**src/rtl/sdram_init_pkg.sv**
```systemverilog
package sdram_init_pkg;
  // strobe positions in the command vector
  localparam int unsigned CS_BIT  = 0;
  localparam int unsigned WE_BIT  = 1;
  localparam int unsigned CAS_BIT = 2;
  localparam int unsigned RAS_BIT = 3;

  localparam logic [3:0] CMD_NOP  = 4'b0000;
  localparam logic [3:0] CMD_PREA = (4'b1 << RAS_BIT) | (4'b1 << WE_BIT) | (4'b1 << CS_BIT);
  localparam logic [3:0] CMD_REF  = (4'b1 << RAS_BIT) | (4'b1 << CAS_BIT) | (4'b1 << CS_BIT);
  localparam logic [3:0] CMD_MRS  = (4'b1 << RAS_BIT) | (4'b1 << CAS_BIT) | (4'b1 << WE_BIT) | (4'b1 << CS_BIT);

  localparam int unsigned NUM_STEPS = 6;

  typedef enum logic [2:0] {
    ST_IDLE,
    ST_POWER,
    ST_ISSUE,
    ST_WAIT,
    ST_DONE
  } seq_state_e;
endpackage

```
**src/rtl/sdram_init_timer.sv**
```systemverilog
module sdram_init_timer #(
  parameter int unsigned CNT_W = 15
) (
  input  logic             clk_i,
  input  logic             rst_ni,
  input  logic             load_i,
  input  logic [CNT_W-1:0] load_val_i,
  output logic             zero_o
);
  logic [CNT_W-1:0] cnt_q;

  always_ff @(posedge clk_i or negedge rst_ni) begin
    if (!rst_ni)            cnt_q <= '0;
    else if (load_i)        cnt_q <= load_val_i;
    else if (cnt_q != '0)   cnt_q <= cnt_q - 1'b1;
  end

  assign zero_o = (cnt_q == '0);

  p_timer_load_r2: assert property (@(posedge clk_i) disable iff (!rst_ni)
    load_i |=> cnt_q == $past(load_val_i));
  p_timer_floor_r2: assert property (@(posedge clk_i) disable iff (!rst_ni)
    (!load_i && zero_o) |=> zero_o);
endmodule

```
**src/rtl/sdram_init_fsm.sv**
```systemverilog
module sdram_init_fsm
  import sdram_init_pkg::*;
#(
  parameter int unsigned T_POWER = 20000,
  parameter int unsigned T_MRD   = 200,
  parameter int unsigned T_RFC   = 4,
  parameter int unsigned ADDR_W  = 13,
  parameter int unsigned BANK_W  = 2,
  parameter int unsigned CNT_W   = 15,
  parameter int unsigned CAS_LAT = 2,
  parameter int unsigned BL_CODE = 0
) (
  input  logic              clk_i,
  input  logic              rst_ni,
  input  logic              zero_i,
  output logic              load_o,
  output logic [CNT_W-1:0]  load_val_o,
  output logic [3:0]        seq_cmd_o,
  output logic [ADDR_W-1:0] seq_addr_o,
  output logic [BANK_W-1:0] seq_bank_o,
  output logic              ctl_on_o,
  output logic              done_o
);
  localparam logic [ADDR_W-1:0] MODE_RUN = ADDR_W'((CAS_LAT << 4) | BL_CODE);
  localparam logic [ADDR_W-1:0] MODE_DLL = MODE_RUN | ADDR_W'(1 << 8);
  localparam logic [ADDR_W-1:0] AP_ADDR  = ADDR_W'(1 << 10);
  localparam logic [CNT_W-1:0]  LD_POWER = CNT_W'(T_POWER - 1);
  localparam logic [CNT_W-1:0]  LD_MRD   = CNT_W'(T_MRD - 1);
  localparam logic [CNT_W-1:0]  LD_RFC   = CNT_W'(T_RFC - 1);
  localparam logic [CNT_W-1:0]  LD_GAP   = '0;  // single NOP between back-to-back commands
  localparam logic [2:0]        LAST_STEP = 3'(NUM_STEPS - 1);

  seq_state_e state_q, state_d;
  logic [2:0] step_q, step_d;

  logic [3:0]        step_cmd;
  logic [ADDR_W-1:0] step_addr;
  logic [CNT_W-1:0]  step_wait;

  always_comb begin
    unique case (step_q)
      3'd0:    begin step_cmd = CMD_PREA; step_addr = AP_ADDR;  step_wait = LD_GAP; end
      3'd1:    begin step_cmd = CMD_MRS;  step_addr = MODE_DLL; step_wait = LD_MRD; end
      3'd2:    begin step_cmd = CMD_PREA; step_addr = AP_ADDR;  step_wait = LD_GAP; end
      3'd3:    begin step_cmd = CMD_REF;  step_addr = '0;       step_wait = LD_RFC; end
      3'd4:    begin step_cmd = CMD_REF;  step_addr = '0;       step_wait = LD_RFC; end
      default: begin step_cmd = CMD_MRS;  step_addr = MODE_RUN; step_wait = LD_MRD; end
    endcase
  end

  always_comb begin
    state_d    = state_q;
    step_d     = step_q;
    load_o     = 1'b0;
    load_val_o = step_wait;
    unique case (state_q)
      ST_IDLE: begin
        state_d    = ST_POWER;
        load_o     = 1'b1;
        load_val_o = LD_POWER;
      end
      ST_POWER: if (zero_i) state_d = ST_ISSUE;
      ST_ISSUE: begin
        load_o  = 1'b1;
        state_d = ST_WAIT;
      end
      ST_WAIT: if (zero_i) begin
        if (step_q == LAST_STEP) state_d = ST_DONE;
        else begin
          state_d = ST_ISSUE;
          step_d  = step_q + 3'd1;
        end
      end
      default: state_d = ST_DONE;
    endcase
  end

  always_ff @(posedge clk_i or negedge rst_ni) begin
    if (!rst_ni) begin
      state_q <= ST_IDLE;
      step_q  <= '0;
    end else begin
      state_q <= state_d;
      step_q  <= step_d;
    end
  end

  assign seq_cmd_o  = (state_q == ST_ISSUE) ? step_cmd  : CMD_NOP;
  assign seq_addr_o = (state_q == ST_ISSUE) ? step_addr : '0;
  assign seq_bank_o = '0;
  assign ctl_on_o   = (state_q != ST_IDLE);
  assign done_o     = (state_q == ST_DONE);

  p_pulse_single_r3: assert property (@(posedge clk_i) disable iff (!rst_ni)
    (seq_cmd_o != CMD_NOP) |=> (seq_cmd_o == CMD_NOP));
  p_cs_with_cmd_r3: assert property (@(posedge clk_i) disable iff (!rst_ni)
    (seq_cmd_o != CMD_NOP) |-> seq_cmd_o[CS_BIT]);
  p_ctl_sticky_r2: assert property (@(posedge clk_i) disable iff (!rst_ni)
    ctl_on_o |=> ctl_on_o);
  p_done_sticky_r9: assert property (@(posedge clk_i) disable iff (!rst_ni)
    done_o |=> done_o);
  p_done_after_idle_r9: assert property (@(posedge clk_i) disable iff (!rst_ni)
    $rose(done_o) |-> $past(seq_cmd_o) == CMD_NOP);
endmodule

```
**src/rtl/sdram_init_mux.sv**
```systemverilog
module sdram_init_mux #(
  parameter int unsigned ADDR_W = 13,
  parameter int unsigned BANK_W = 2
) (
  input  logic              clk_i,
  input  logic              rst_ni,
  input  logic              init_done_i,
  input  logic [3:0]        seq_cmd_i,
  input  logic [ADDR_W-1:0] seq_addr_i,
  input  logic [BANK_W-1:0] seq_bank_i,
  input  logic [3:0]        host_cmd_i,
  input  logic [ADDR_W-1:0] host_addr_i,
  input  logic [BANK_W-1:0] host_bank_i,
  output logic [3:0]        dfi_cmd_o,
  output logic [ADDR_W-1:0] dfi_addr_o,
  output logic [BANK_W-1:0] dfi_bank_o
);
  always_comb begin
    if (init_done_i) begin
      dfi_cmd_o  = host_cmd_i;
      dfi_addr_o = host_addr_i;
      dfi_bank_o = host_bank_i;
    end else begin
      dfi_cmd_o  = seq_cmd_i;
      dfi_addr_o = seq_addr_i;
      dfi_bank_o = seq_bank_i;
    end
  end

  p_host_blocked_r10: assert property (@(posedge clk_i) disable iff (!rst_ni)
    !init_done_i |-> (dfi_cmd_o == seq_cmd_i && dfi_addr_o == seq_addr_i));
  p_host_owns_r10: assert property (@(posedge clk_i) disable iff (!rst_ni)
    init_done_i |-> (dfi_cmd_o == host_cmd_i && dfi_bank_o == host_bank_i));
endmodule

```
**src/rtl/sdram_init_seq.sv**
```systemverilog
module sdram_init_seq
  import sdram_init_pkg::*;
#(
  parameter int unsigned T_POWER = 20000,
  parameter int unsigned T_MRD   = 200,
  parameter int unsigned T_RFC   = 4,
  parameter int unsigned ADDR_W  = 13,
  parameter int unsigned BANK_W  = 2,
  parameter int unsigned CAS_LAT = 2,
  parameter int unsigned BL_CODE = 0
) (
  input  logic              clk_i,
  input  logic              rst_ni,
  input  logic [3:0]        host_cmd_i,
  input  logic [ADDR_W-1:0] host_addr_i,
  input  logic [BANK_W-1:0] host_bank_i,
  output logic [3:0]        dfi_cmd_o,
  output logic [ADDR_W-1:0] dfi_addr_o,
  output logic [BANK_W-1:0] dfi_bank_o,
  output logic              dfi_cke_o,
  output logic              dfi_odt_o,
  output logic              dfi_reset_n_o,
  output logic              init_done_o
);
  localparam int unsigned MAX_A = (T_POWER > T_MRD) ? T_POWER : T_MRD;
  localparam int unsigned MAX_T = (MAX_A > T_RFC) ? MAX_A : T_RFC;
  localparam int unsigned CNT_W = $clog2(MAX_T + 1);

  logic              load;
  logic [CNT_W-1:0]  load_val;
  logic              zero;
  logic [3:0]        seq_cmd;
  logic [ADDR_W-1:0] seq_addr;
  logic [BANK_W-1:0] seq_bank;
  logic              ctl_on;
  logic              done;

  sdram_init_timer #(.CNT_W(CNT_W)) i_timer (
    .clk_i      (clk_i),
    .rst_ni     (rst_ni),
    .load_i     (load),
    .load_val_i (load_val),
    .zero_o     (zero)
  );

  sdram_init_fsm #(
    .T_POWER (T_POWER),
    .T_MRD   (T_MRD),
    .T_RFC   (T_RFC),
    .ADDR_W  (ADDR_W),
    .BANK_W  (BANK_W),
    .CNT_W   (CNT_W),
    .CAS_LAT (CAS_LAT),
    .BL_CODE (BL_CODE)
  ) i_fsm (
    .clk_i      (clk_i),
    .rst_ni     (rst_ni),
    .zero_i     (zero),
    .load_o     (load),
    .load_val_o (load_val),
    .seq_cmd_o  (seq_cmd),
    .seq_addr_o (seq_addr),
    .seq_bank_o (seq_bank),
    .ctl_on_o   (ctl_on),
    .done_o     (done)
  );

  sdram_init_mux #(.ADDR_W(ADDR_W), .BANK_W(BANK_W)) i_mux (
    .clk_i       (clk_i),
    .rst_ni      (rst_ni),
    .init_done_i (done),
    .seq_cmd_i   (seq_cmd),
    .seq_addr_i  (seq_addr),
    .seq_bank_i  (seq_bank),
    .host_cmd_i  (host_cmd_i),
    .host_addr_i (host_addr_i),
    .host_bank_i (host_bank_i),
    .dfi_cmd_o   (dfi_cmd_o),
    .dfi_addr_o  (dfi_addr_o),
    .dfi_bank_o  (dfi_bank_o)
  );

  assign dfi_cke_o     = ctl_on;
  assign dfi_odt_o     = ctl_on;
  assign dfi_reset_n_o = ctl_on;
  assign init_done_o   = done;

  p_done_needs_ctl_r2: assert property (@(posedge clk_i) disable iff (!rst_ni)
    init_done_o |-> (dfi_cke_o && dfi_reset_n_o));
endmodule

```
**config.mk**
```make
export PLATFORM = sky130hd
export DESIGN_NAME = sdram_init_seq
export DESIGN_NICKNAME = d
export VERILOG_FILES = /design/src/rtl/sdram_init_pkg.sv /design/src/rtl/sdram_init_timer.sv /design/src/rtl/sdram_init_fsm.sv /design/src/rtl/sdram_init_mux.sv /design/src/rtl/sdram_init_seq.sv
export SDC_FILE = /design/constraint.sdc
export NUM_CORES = 1
export LEC_CHECK = 0
export ABC_AREA = 1
export BUFFER_PORTS_ARGS = -buffer_cell sky130_fd_sc_hd__clkbuf_2
export CAP_MARGIN = 20
export CORE_UTILIZATION = 50
export CTS_BUF_LIST = sky130_fd_sc_hd__clkbuf_8
export CTS_CLUSTER_DIAMETER = 30
export DETAILED_ROUTE_END_ITERATION = 8
export PLACE_DENSITY = 0.76
export SLEW_MARGIN = 20
export SYNTH_ARGS = -nofsm -noshare
export SYNTH_HDL_FRONTEND = slang
export SYNTH_HIERARCHICAL = 1
export SYNTH_SLANG_ARGS = --single-unit
```
**constraint.sdc**
```tcl
create_clock -name clk_i -period 3.3 [get_ports clk_i]
set_input_delay 0.165 -clock clk_i [delete_from_list [all_inputs] [get_ports clk_i]]
set_output_delay 0.165 -clock clk_i [all_outputs]
set_load 0.05 [all_outputs]
```
# [Word level (Yosys, flattened, before mapping)]
# Index checks and enable logic that the tools add are counted.
[word_totals] in_bits=21 elab_cells=44 regBits=21
[op_classes] addsub=2 n_mux=16 bitwise_logic=1 reduce_logical=11 n_eq_ne=11
[ops] operator="two-way mux 15 bit" count=3
[ops] operator="case mux 11 bit (3 select lines)" count=1
[ops] operator="case mux 8 bit (2 select lines)" count=1
[ops] operator="zero test 15 bit" count=1
[ops] operator="nonzero test 15 bit" count=1
[ops] operator="subtractor 15 x 1 -> 15 bit (second input constant)" count=1
[ops] operator="two-way mux 13 bit" count=1
[ops] operator="equality test 3 x 2 -> 1 bit (second input constant)" count=4
[ops] operator="case mux 3 bit (4 select lines)" count=1
[ops] operator="two-way mux 11 bit" count=1
[ops] operator="equality test 3 bit (second input constant)" count=3
[ops] operator="two-way mux 3 bit" count=3
[ops] operator="two-way mux 4 bit" count=2
[ops] operator="equality test 3 x 1 -> 1 bit (second input constant)" count=2
[ops] operator="zero test 3 bit" count=2
[ops] operator="case mux 3 bit (2 select lines)" count=1
[ops] operator="OR reduction 2 bit" count=3
[ops] operator="!= test 2 x 1 -> 1 bit (second input constant)" count=2
[ops] operator="adder 3 x 1 -> 3 bit (second input constant)" count=1
[ops] operator="AND reduction 3 bit" count=1
[ops] operator="nonzero test 3 bit" count=1
[ops] operator="two-way mux 2 bit" count=1
[ops] operator="AND reduction 2 bit" count=1
[ops] operator="nonzero test 2 bit" count=1
[ops] operator="other kinds (2)" count=2

# [Longest topological paths before layout]
[logic_depth] word_depth=5 mapped_depth=11 mapped_depth_nobuf=11

# [Modules after synthesis]
# Netlist, hierarchy kept.
[modules_own_cells] mod="sdram_init_timer" n_inst=1 cells_per_inst=139 area_per_inst_um2=1007.2
[modules_own_cells] mod="sdram_init_fsm" n_inst=1 cells_per_inst=96 area_per_inst_um2=661.9
[modules_own_cells] mod="sdram_init_mux" n_inst=1 cells_per_inst=61 area_per_inst_um2=262.8
[modules_own_cells] mod="sdram_init_seq" n_inst=1 cells_per_inst=2 area_per_inst_um2=15.0

# [Worst setup path after synthesis]
# No wires, ideal clock.
[synth_path] path_kind="register -> output" from="register i_fsm.state_q[0]" to="output dfi_cmd_o[2]" stages_incl_launch_ff=6 slack_ns=0.621 t_arrival_ns=2.514 cell_sequence="dfrtp_1 -> nor3_1 -> inv_2 -> buf_6 -> nand2_1 -> nand2_1"
[synth_via] word_cells_on_any_way=4 cone_classes="2 x eq/ne; 2 x mux"
[synth_rtl] element="start: declaration" line="sdram_init_fsm.sv:33" text="seq_state_e state_q, state_d;"
[synth_rtl] element="start signal: assignment" line="sdram_init_fsm.sv:83" text="state_q <= state_d;"
[synth_rtl] element="equality test 3 bit" line="sdram_init_fsm.sv:92" text="assign done_o = (state_q == ST_DONE);"
[synth_rtl] element="net init_done_o" line="sdram_init_seq.sv:23" text="output logic init_done_o"
[synth_rtl] element="two-way mux 4 bit" line="sdram_init_mux.sv:19" text="if (init_done_i) begin"
[synth_rtl] element="end: declaration" line="sdram_init_seq.sv:17" text="output logic [3:0] dfi_cmd_o,"
# The timed path passes the listed nets, and every way through them passes these cells.

# [Final worst setup path]
[layout_path] from="register i_fsm.state_q[2]" to="output dfi_addr_o[10]"
[layout_via] elab_chain_len=3 word_cells_on_any_way=4 cone_classes="2 x eq/ne; 2 x mux"
[layout_lines] element="equality test 3 x 2 -> 1 bit" line="sdram_init_fsm.sv:89" text="assign seq_addr_o = (state_q == ST_ISSUE) ? step_addr : '0;"
[layout_lines] element="two-way mux 11 bit" line="sdram_init_fsm.sv:89"
[layout_lines] element="two-way mux 13 bit (*)" line="sdram_init_mux.sv:19"
[layout_lines] element="end: declaration" line="sdram_init_seq.sv:18" text="output logic [ADDR_W-1:0] dfi_addr_o,"
# Every way passes the cells marked *; elsewhere a longest branch is shown, timed or not.

==> run metrics <==
# diodes=0; Remaining DRCs=0; die height=64.4 µm; status=completed; Leakage=0.00123 µW; final net count=359; Worst setup EP type=output pin; area of the multi-input gates=1120 µm²; Mapped Area=1950 µm²; fraction of layout cells with a size suffix above 1=22.9%; Avg WL per Cell=9.74 µm; post-route minimum period=1.95 ns; core footprint=3690 µm²; post-route setup TNS=0 ns; CTS tree=yes; Rel. slew slack=64.3%; IO Port Bufs=43; worst reg2reg path depth=11; RSZ-0062 raised after global routing=false; max-cap violations=0; Chip Width=64.4 µm; Top Ports=44; Fin. Hold Viols=0; Hold/Removal Path Class=input pin to asynchronous set/reset pin; Yosys reg bits=21; Yosys top cell area share=27.0%; Initial Utilization=52.8%; Max Transition Viols Final=0; final WL=3700 µm; most frequent cells in the layout=127 x nand2_1, 43 x clkbuf_2, 26 x inv_1, 21 x dfrtp_1, 19 x nor2_1; Syn Inst Count=298; final std cells w/o fill=380; Final setup viols=0; ranking of synthesized cells by area=dfrtp_1 27%, nand2_1 24%, buf_4 10%; clock-pin slew on the worst setup and hold paths=0.08 ns; CTS Buf Count=3; initial antenna violation count=0; Worst VDD drop=0.134 mV; final worst slack=1.35 ns; CTS Buffer Depth=2; post-synth top area cell=dfrtp_1; synthesis warning total=6; Critical Path RT=3.13 ns; maximum clock rate=514 MHz; distinct cell type count after synthesis=28; post-synthesis sequential area ratio=27.0%; largest net degree at the start of global routing=23; register area=526 µm²; First-pass DRT Iterations=4; CTS sink cnt=21; H-tree depth=1; CP arrival=1.78 ns; CTS resizes=0; pwr dens=241 nW/µm²; post-route ant nets=0; clock latency at the later pin of the worst-skew pair=0.26 ns; commonest non-fill, non-tap cell in the layout=nand2_1; first-pass GRT wire length=6820 µm; Fill cells=380; vias in the first global route=1617; area grow syn2layout=8.23%; Die ar.=4150 µm²; clock tree root driver cell=clkbuf_8; Avg Cell Area, Syn=6.53 µm²; gp weighted congestion=0.831; GRT Overall Usage=20.5%; routed vias=1756; initial DRC count=62; Core Rows=22; Least-Margin Pin Slew=0.536 ns; CP Max Fanout=21; Setup Skew=0.00710 ns; crit start category=register; Vias/cell=4.62; R2R Setup Slk=1.53 ns; dpl ws=1.52 ns; dpl cells=375; Post-DP HPWL=2930 µm; Crit Path Class=register to output pin; crit share post-route=59.0%; GRT overflow=0; R2R Path Start=i_timer/cnt_q[0]; worst r2r dst=i_fsm/step_q[1]
==> flip-flops by register name, summed over array words and instances, names as in the netlist <==
signal	count
i_timer/cnt_q	15
i_fsm/state_q	3
i_fsm/step_q	3
==> through the flow <==
step | area, µm² | hold slack (ns) | total power, µW | utilization (%)
floorplan | 2000 | -0.131 | 335 | -
global placement | 2050 | 0.164 | 347 | 55.6
detailed placement | 2050 | 0.176 | 348 | 55.6
CTS | 2110 | 0.424 | 519 | 57.1
global route | 2110 | 0.464 | 534 | 57.1
finish | 2110 | 0.409 | 508 | 57.1
==> cell families after synthesis <==
| kind of cell | count (synthesis) | synth area share, % |
|---|---|---|
| adder cells (fa/ha/maj) | 5 | 3.21 |
| XOR/XNOR | 7 | 3.15 |
| AND/OR/NAND/NOR | 185 | 43.4 |
| AO/OA/AOI/OAI | 17 | 4.37 |
| other | 1 | 0.193 |
| buffers and inverters | 62 | 18.6 |
| flip-flops | 21 | 27.0 |
==> power breakdown <==
part / total, µW / switching [µW] / internal, µW
clock: 164 / 81.0 / 82.9
sequential: 268 / 5.84 / 262
combinational: 76.0 / 52.9 / 23.1
total: 508 / 140 / 368
==> what timing repair did <==
item,4_1_cts,5_1_grt
buffers inserted,0,0
hold endpoints to repair,21,0
hold buffers,1,0
setup endpoints to repair,0,0
==> synthesized netlist by cell type <==
master / n
xor2_1: 3
buf_6: 2
clkbuf_1: 1
nand2_2: 5
nand4_4: 1
nand2_4: 3
nor2_2: 4
dfrtp_1: 21
buf_2: 1
nand2_1: 127
nor2_8: 1
ha_1: 5
nand3_1: 16
nor3_1: 1
o21ai_1: 8
o21ai_0: 7
inv_1: 25
nor2_4: 4
xnor2_1: 4
nor2_1: 19
buf_12: 1
conb_1: 1
inv_2: 6
nand4_1: 1
buf_4: 26
nor3_2: 1
nand3_2: 2
a21oi_1: 2
==> worst max-delay path, stage by stage (launching register included) <==
cell	delay (ns)
dfrtp_1	0.43
inv_1	0.18
nor3_2	0.05
buf_4	0.21
inv_2	0.23
nand2_1	0.09
nand2_1	0.06
clkbuf_2	0.26
==> per-layer routing <==
| layer | vias up | share of wire [%] | global-route usage (%) |
|---|---|---|---|
| li1 | 932 | - | - |
| met1 | 805 | 47 | 25.6 |
| met2 | 17 | 50 | 36.4 |
| met3 | 2 | 2.2 | 3.93 |
| met4 | 0 | 0.38 | 3.89 |
| met5 | - | 0 | 0 |
==> how the worst max path moves through the flow <==
stage	start	end	slack (ns)	cells past startpoint
final	i_fsm/state_q[2]	dfi_addr_o[10]	1.35	7
after global routing	i_fsm/state_q[2]	dfi_cmd_o[0]	1.17	7
after CTS	i_fsm/state_q[2]	dfi_addr_o[10]	1.34	7
after detailed placement	i_timer/cnt_q[0]	i_fsm/step_q[1]	1.52	11
after global placement	i_timer/cnt_q[0]	i_fsm/step_q[2]	1.62	11
after floorplan	i_fsm/state_q[0]	dfi_cmd_o[2]	0.62	5
==> final cells by class <==
cell class	instances	share of cell area, %
inverter	31	5.52
clock inverter	1	0.178
clock buffer	3	1.96
multi-input combinational	230	53.1
timing repair buffer	46	11.4
tap	48	2.85
sequential	21	24.9
(Power assumes the default switching activity.)
